--- src/rtl/fsk_bitsync_pkg.sv ---
// Shared widths and types for the FSK bit clock and data synchronizer.
package fsk_bitsync_pkg;

    localparam int MDIV_W = 12;
    localparam int NDIV_W = 12;
    localparam int ADIV_W = 6;

    typedef enum logic [1:0] {
        MODE_VCO_CLOSED = 2'b00,
        MODE_VCO_OPEN   = 2'b01,
        MODE_DIV_SWITCH = 2'b10,
        MODE_SPARE      = 2'b11
    } mod_mode_e;

    typedef struct packed {
        logic [MDIV_W-1:0] m;
        logic [NDIV_W-1:0] n;
        logic [ADIV_W-1:0] a;
    } div_set_t;

endpackage

--- src/rtl/fsk_refdiv.sv ---
// Reference divider: emits a one-cycle strobe every Keff cycles.
// Assumes div_k may change at any time; a value of 0 is used as 1, and a
// count already past the new limit wraps on the next cycle.
module fsk_refdiv #(
    parameter int KW = 6
) (
    input  logic          clk,
    input  logic          rst_n,
    input  logic [KW-1:0] div_k,
    output logic          tick
);
    logic [KW-1:0] cnt;
    logic [KW-1:0] k_eff;

    // Clamp the divide value to at least one.
    always_comb k_eff = (div_k == '0) ? KW'(1) : div_k;

    // Count reference cycles and strobe when the limit is reached.
    always_ff @(posedge clk) begin
        if (!rst_n) begin
            cnt  <= '0;
            tick <= 1'b0;
        end else if (cnt >= k_eff - KW'(1)) begin
            cnt  <= '0;
            tick <= 1'b1;
        end else begin
            cnt  <= cnt + KW'(1);
            tick <= 1'b0;
        end
    end
endmodule

--- src/rtl/fsk_bitdiv.sv ---
// Power-of-two divider on the modulator strobe: forms a 50% data clock of
// 2^(3+neff) strobes per period and a one-cycle strobe on each rise.
// Assumes pow_n above NMAX is clamped; held idle while sync is off.
module fsk_bitdiv #(
    parameter int NW   = 3,
    parameter int NMAX = 5
) (
    input  logic          clk,
    input  logic          rst_n,
    input  logic          sync_en,
    input  logic          tick,
    input  logic [NW-1:0] pow_n,
    output logic          dclk,
    output logic          rise_stb
);
    localparam int CW = 3 + NMAX;

    logic [CW-1:0]   cnt;
    logic [CW-1:0]   cnt_nxt;
    logic [NW-1:0]   n_eff;
    logic [NMAX:0]   tap_hot;
    logic [NMAX:0]   wrap_hit;
    logic [NMAX:0]   phase_tap;
    logic            terminal;
    logic            phase_nxt;

    // Clamp the exponent to the largest supported stage.
    always_comb n_eff = (pow_n > NW'(NMAX)) ? NW'(NMAX) : pow_n;

    // One entry per supported exponent: selector, wrap point and phase tap.
    for (genvar g = 0; g <= NMAX; g++) begin : g_stage
        assign tap_hot[g]   = (n_eff == NW'(g));
        assign wrap_hit[g]  = &cnt[2+g:0];
        assign phase_tap[g] = cnt_nxt[2+g];
    end

    // Next count: wrap at the end of the selected period.
    always_comb begin
        terminal  = |(tap_hot & wrap_hit);
        cnt_nxt   = terminal ? '0 : cnt + CW'(1);
        phase_nxt = |(tap_hot & phase_tap);
    end

    // Advance on each modulator strobe; register clock and rise strobe.
    always_ff @(posedge clk) begin
        if (!rst_n || !sync_en) begin
            cnt      <= '0;
            dclk     <= 1'b0;
            rise_stb <= 1'b0;
        end else if (tick) begin
            cnt      <= cnt_nxt;
            dclk     <= phase_nxt;
            rise_stb <= phase_nxt & ~dclk;
        end else begin
            rise_stb <= 1'b0;
        end
    end
endmodule

--- src/rtl/fsk_datasel.sv ---
// Data capture and divider-set selection. In synchronous mode the bit is
// captured on the rise strobe; otherwise data passes through unregistered.
// The divider set follows the bit only in divider-switching mode.
module fsk_datasel
    import fsk_bitsync_pkg::*;
(
    input  logic      clk,
    input  logic      rst_n,
    input  logic      sync_en,
    input  logic      rise_stb,
    input  logic      data_in,
    input  mod_mode_e mode,
    input  div_set_t  set0,
    input  div_set_t  set1,
    output logic      tx_bit,
    output div_set_t  sel_set
);
    logic bit_q;

    // Capture host data on each data clock rise.
    always_ff @(posedge clk) begin
        if (!rst_n)        bit_q <= 1'b0;
        else if (rise_stb) bit_q <= data_in;
    end

    // Choose registered or transparent data, then the divider set.
    always_comb begin
        tx_bit  = sync_en ? bit_q : data_in;
        sel_set = set0;
        if (mode == MODE_DIV_SWITCH && tx_bit) sel_set = set1;
    end
endmodule

--- src/rtl/fsk_bitsync.sv ---
// Top: modulator strobe, data clock, data capture and divider-set mux.
// Assumes one clock domain (the reference) and synchronous active-low reset.
module fsk_bitsync
    import fsk_bitsync_pkg::*;
#(
    parameter int KW   = 6,
    parameter int NW   = 3,
    parameter int NMAX = 5
) (
    input  logic              clk,
    input  logic              rst_n,
    input  logic              sync_en,
    input  logic [1:0]        mod_mode,
    input  logic [KW-1:0]     div_k,
    input  logic [NW-1:0]     pow_n,
    input  logic              data_in,
    input  logic [MDIV_W-1:0] m0,
    input  logic [NDIV_W-1:0] n0,
    input  logic [ADIV_W-1:0] a0,
    input  logic [MDIV_W-1:0] m1,
    input  logic [NDIV_W-1:0] n1,
    input  logic [ADIV_W-1:0] a1,
    output logic              mod_tick,
    output logic              dclk,
    output logic              bit_stb,
    output logic              tx_bit,
    output logic [MDIV_W-1:0] syn_m,
    output logic [NDIV_W-1:0] syn_n,
    output logic [ADIV_W-1:0] syn_a
);
    div_set_t set0, set1, sel_set;

    // Pack the two divider sets.
    always_comb begin
        set0 = '{m: m0, n: n0, a: a0};
        set1 = '{m: m1, n: n1, a: a1};
    end

    fsk_refdiv #(.KW(KW)) refdiv_i (
        .clk   (clk),
        .rst_n (rst_n),
        .div_k (div_k),
        .tick  (mod_tick)
    );

    fsk_bitdiv #(.NW(NW), .NMAX(NMAX)) bitdiv_i (
        .clk      (clk),
        .rst_n    (rst_n),
        .sync_en  (sync_en),
        .tick     (mod_tick),
        .pow_n    (pow_n),
        .dclk     (dclk),
        .rise_stb (bit_stb)
    );

    fsk_datasel datasel_i (
        .clk      (clk),
        .rst_n    (rst_n),
        .sync_en  (sync_en),
        .rise_stb (bit_stb),
        .data_in  (data_in),
        .mode     (mod_mode_e'(mod_mode)),
        .set0     (set0),
        .set1     (set1),
        .tx_bit   (tx_bit),
        .sel_set  (sel_set)
    );

    // Unpack the selected set to the synthesizer outputs.
    always_comb begin
        syn_m = sel_set.m;
        syn_n = sel_set.n;
        syn_a = sel_set.a;
    end
endmodule

--- config.mk ---
export PLATFORM = sky130hd
export DESIGN_NAME = fsk_bitsync
export DESIGN_NICKNAME = d
export VERILOG_FILES = /design/src/rtl/fsk_bitsync_pkg.sv /design/src/rtl/fsk_refdiv.sv /design/src/rtl/fsk_bitdiv.sv /design/src/rtl/fsk_datasel.sv /design/src/rtl/fsk_bitsync.sv
export SDC_FILE = /design/constraint.sdc
export NUM_CORES = 1
export LEC_CHECK = 0
export ABC_AREA = 0
export CAP_MARGIN = 30
export CORE_ASPECT_RATIO = 1.25
export CORE_UTILIZATION = 32
export CTS_CLUSTER_SIZE = 24
export DETAILED_ROUTE_END_ITERATION = 8
export PLACE_DENSITY = 0.77
export SLEW_MARGIN = 20
export SYNTH_ARGS = -nofsm -noshare
export SYNTH_HDL_FRONTEND = slang
export SYNTH_SLANG_ARGS = --single-unit
--- constraint.sdc ---
create_clock -name clk -period 2.4 [get_ports clk]
set_input_delay 0.72 -clock clk [delete_from_list [all_inputs] [get_ports clk]]
set_output_delay 0.72 -clock clk [all_outputs]
set_load 0.02 [all_outputs]
## After elaboration in Yosys (flattened, before gate mapping)

Cells that the tools add are included.

| storage, ports and cells | value |
|---|---|
| flip-flop bits (word level) | 18 |
| output and inout port bits | 34 |
| word-level logic and storage cells | 45 |

| cells by class | value |
|---|---|
| add/subtract/negate cells | 3 |
| magnitude comparators | 2 |
| eq/ne operators | 6 |
| multiplexer cells | 6 |
| bitwise logic cells | 6 |
| reduce and logical (&&, ||, !) cells | 16 |

Operators with widths:

| cell | number |
|---|---|
| two-way mux 30 bit | 1 |
| bitwise AND 6 bit | 2 |
| OR reduction 6 bit | 2 |
| adder 8 x 1 -> 8 bit, second input constant | 1 |
| two-way mux 8 bit | 1 |
| AND reduction 8 bit | 1 |
| AND reduction 7 bit | 1 |
| adder 6 x 1 -> 6 bit, second input constant | 1 |
| == test 3 x 2 -> 1 bit, second input constant | 2 |
| == test 3 bit, second input constant | 2 |
| >= comparator 6 bit | 1 |
| zero test 6 bit | 1 |
| two-way mux 6 bit | 1 |
| AND reduction 6 bit | 1 |
| subtractor 6 x 1 -> 6 bit, second input constant | 1 |
| AND reduction 5 bit | 1 |
| AND reduction 4 bit | 1 |
| OR reduction 2 bit | 2 |
| == test 3 x 1 -> 1 bit, second input constant | 1 |
| greater-than comparator 3 bit, second input constant | 1 |
| zero test 3 bit | 1 |
| two-way mux 3 bit | 1 |
| NOT 1 bit | 3 |
| AND reduction 3 bit | 1 |
| 6 further kinds | 8 |

## Logic depth before layout (Yosys ltp)

| logic depth | value |
|---|---|
| depth after elaboration | 9 |
| depth in mapped cells | 11 |
| gate-level depth less buffers | 11 |

## Hierarchy

Synthesis repeated with hierarchy kept, for this count alone.

| unflattened totals | value |
|---|---|
| cells, all modules | 183 |
| area, all modules | 1761.7 um^2 |

By module, submodules not included:

| module | instances | cells an instance | area an instance (um^2) |
|---|---|---|---|
| fsk_bitdiv | 1 | 90 | 693.2 |
| fsk_datasel | 1 | 38 | 574.3 |
| fsk_refdiv | 1 | 55 | 494.2 |

## Worst setup path before layout

Ideal clock, no wire load.

| timing | value |
|---|---|
| kind | input to output |
| start | in sync_en |
| end | out syn_a[0] |
| arrival | 1.798 ns |
| slack | -0.118 ns |
| cell stages on the path | 4 |
| buffers on the path | 1 |
| path through | mux2_2 -> and3b_1 -> buf_2 -> mux2_2 |

| between the ends | value |
|---|---|
| longest elaborated chain between the ends | 3 |

Ends and longest elaborated chain:

| what | line | source |
|---|---|---|
| start, declared | fsk_bitsync.sv:12 | `input logic sync_en,` |
| two-way mux 1 bit | fsk_datasel.sv:28 | `tx_bit = sync_en ? bit_q : data_in;` |
| logical AND 1 bit | fsk_datasel.sv:30 | `if (mode == MODE_DIV_SWITCH && tx_bit) sel_set = set1;` |
| two-way mux 30 bit | fsk_datasel.sv:30 |  |
| end, declared | fsk_bitsync.sv:29 | `output logic [ADIV_W-1:0] syn_a` |

No other way between the ends.

## Worst setup path after layout

| timing | value |
|---|---|
| start | in sync_en |
| end | out syn_n[0] |

| between the ends | value |
|---|---|
| longest elaborated chain between the ends | 3 |

Ends and longest elaborated chain:

| what | line | source |
|---|---|---|
| two-way mux 1 bit | fsk_datasel.sv:28 |  |
| logical AND 1 bit | fsk_datasel.sv:30 |  |
| two-way mux 30 bit | fsk_datasel.sv:30 |  |
| end, declared | fsk_bitsync.sv:28 | `output logic [NDIV_W-1:0] syn_n,` |

No other way between the ends.

==> metrics <==
Final Power=1.14 mW; critical path's most frequent cell=buf_6; startpoint type of the worst setup path=input pin; failing checks=setup timing; Tmin final=2.82 ns; GPL Wtd Cong=0.840; CP Max Fanout=8; max incr delay on CP=0.32 ns; clk sink count=18; Worst-Skew Late Latency=0.25 ns; async set-or-reset flop fraction in the synthesized netlist=0%; met2 WL post-DR=3430 um; Max Cap Viol=0; Syn Nets=266; Power Dens Cells=359 nW/um2; fill count=374; total CTS buffers=3; DR vias/cell=5.18; I/O pin cnt=109; status=complete, but fails checks; hpwl dp=4690 um; Setup crit end kind=output port; unrepaired setup endpoints after global routing=yes; Worst Hold Class=reg2reg; chip width=65.2 um; final worst-path cycle share=118%; clk_skew=0.00251 ns; Reg clk slew, reported paths=0.08 ns; commonest non-fill, non-tap cell in the layout=clkdlybuf4s50_1; post-route setup TNS=-11.21 ns; CORE AREA=4760 um2; drt first-iter violations=61; met1 WL=2300 um; Max Clock Freq=354 MHz; FF-to-FF setup slack=0.29 ns; DR WL/cell=17.6 um; die area=5290 um2; NumNets Final=401; pin count of the biggest net entering global routing=20; number of synthesized flops with an enable pin=0; dpl cell area=2860 um2; GRT overflow=0; Top FF cell, synth=dfxtp_1; synthesized cell area=1600 um2; total track usage=24.1%; commonest non-fill, non-tap cells in the layout=68 x clkdlybuf4s50_1, 34 x buf_6, 23 x buf_4; fin area=3180 um2; CTS H-tree depth=1; CTS tree=built; number of I/O port buffers=108; initial antenna violation count=0; LEAKAGE=1.32 nW; Worst Slack Setup Final=-0.422 ns; Layout area overhead=98.7%; worst-margin pin slew=0.343 ns; Avg Synthesized Cell Area=8.88 um2; ANT nets after route=0; Yosys warnings=0; CP arrival=2.10 ns; starting density of the core=33.6%; Post-Syn Instances=180; Max-slew headroom=77.1%; Row Count=28; first-pass GRT wire length=9550 um; maximum VDD drop=0.280 mV; Critical Path, Cell by Cell=buf_6, mux2_4, and3b_2, buf_6, buf_12, mux2_4, buf_6; router iterations before antenna repair=4; Yosys reg bits=18; vias in the first global route=1914; Reg2Reg Depth=10; max-slew violations=0; DR WL met3=681 um; CP required=1.68 ns; WL final=6580 um; Hold Crit Depth=1; Hold WS=0.490 ns; die height=81.0 um; CP max stage cell=mux2_4; final hold violation count=0; sequential fraction of the synthesis area=22.5%; pre-CTS WS=-1.09 ns; Vias=1939; highest metal used=met4; Root Buffer=clkbuf_8; Ant. Diodes=0; crit path kind=in2out; share of cells above drive strength 1=38.2%; clk buf depth=2; DRC violations left=0; Yosys cell types=49; final setup fails=30
-- path summary, 6_finish.rpt --
kind	startpoint	to
max	sync_en	syn_n[0]
min	bitdiv_i.dclk$_SDFFE_PP0P_	bitdiv_i.rise_stb$_SDFF_PP0_
max reg2reg	bitdiv_i.cnt[0]$_SDFFE_PP0P_	bitdiv_i.cnt[3]$_SDFFE_PP0P_
min reg2reg	bitdiv_i.dclk$_SDFFE_PP0P_	bitdiv_i.rise_stb$_SDFF_PP0_
-- layout make-up --
class / instances / area, um2 / share of cell area [%]
timing repair buffer: 137 / 1410 / 44.3
inverter: 6 / 22.5 / 0.709
clock buffer: 4 / 55.1 / 1.73
tap: 60 / 75.1 / 2.36
multi-input combinational: 149 / 1250 / 39.5
sequential: 18 / 360 / 11.3
-- through the flow --
step | cells | util (%)
2_1_floorplan | 180 | -
3_3_place_gp | 359 | 60.1
3_5_place_dp | 359 | 60.1
4_1_cts | 373 | 66.3
5_1_grt | 374 | 66.7
6_report | 374 | 66.7
-- report_power, final --
part / switching, mW / internal (mW) / leakage, nW
registers: 0.0272 / 0.327 / 0.146
logic: 0.217 / 0.314 / 1.15
clock network: 0.110 / 0.146 / 0.0288
-- layer usage --
layer / up-vias / global-route usage [%]
li1: 935 / -
met1: 894 / 26.6
met2: 96 / 43.6
met3: 14 / 5.90
met4: 0 / 9.57
met5: - / 0
-- cells by family (layout without fill, tap and decap cells) --
kind of cell,after synthesis,in the layout,share of synthesized area (%)
compound gates,37,37,15.2
buf+inv,13,147,4.46
simple gates,60,60,21.3
fa+ha+maj,11,11,8.61
mux,34,34,24.1
flops,18,18,22.5
xor+xnor,7,7,3.83
-- state kept, by name, indices dropped and copies added, names as in the netlist --
register / cells
datasel_i.bit_q: 1
refdiv_i.tick: 1
bitdiv_i.cnt: 8
bitdiv_i.dclk: 1
refdiv_i.cnt: 6
bitdiv_i.rise_stb: 1
-- critical path, delay by kind of cell --
kind | cells | cell delay (ns)
buffers and inverters | 4 | 0.51
multiplexers | 2 | 0.61
AND/OR/NAND/NOR | 1 | 0.24
-- synthesized netlist by cell type, types with 2 or more instances --
cell type	n	area (um2)
mux2_2	32	360
dfxtp_1	18	360
a21oi_1	11	55.1
ha_1	11	138
nand3_1	11	55.1
nor2_1	11	41.3
nand2b_1	10	62.6
nand2_1	7	26.3
o21ai_0	7	35.0
a31oi_1	5	31.3
inv_1	5	18.8
buf_2	4	20.0
xnor2_1	4	35.0
nand3b_1	3	22.5
xor2_1	3	26.3
a21o_1	2	15.0
and3_1	2	12.5
nand4b_1	2	17.5
nor2b_1	2	12.5
-- timing repair --
item,in CTS,in global routing
pin swaps,12,12
resized for setup,226,10
hold buffers,0,0
endpoints found under the setup margin,38,37
gates cloned,3,0
setup buffers,7,1
Note: power is estimated with default switching activity, not from simulation.
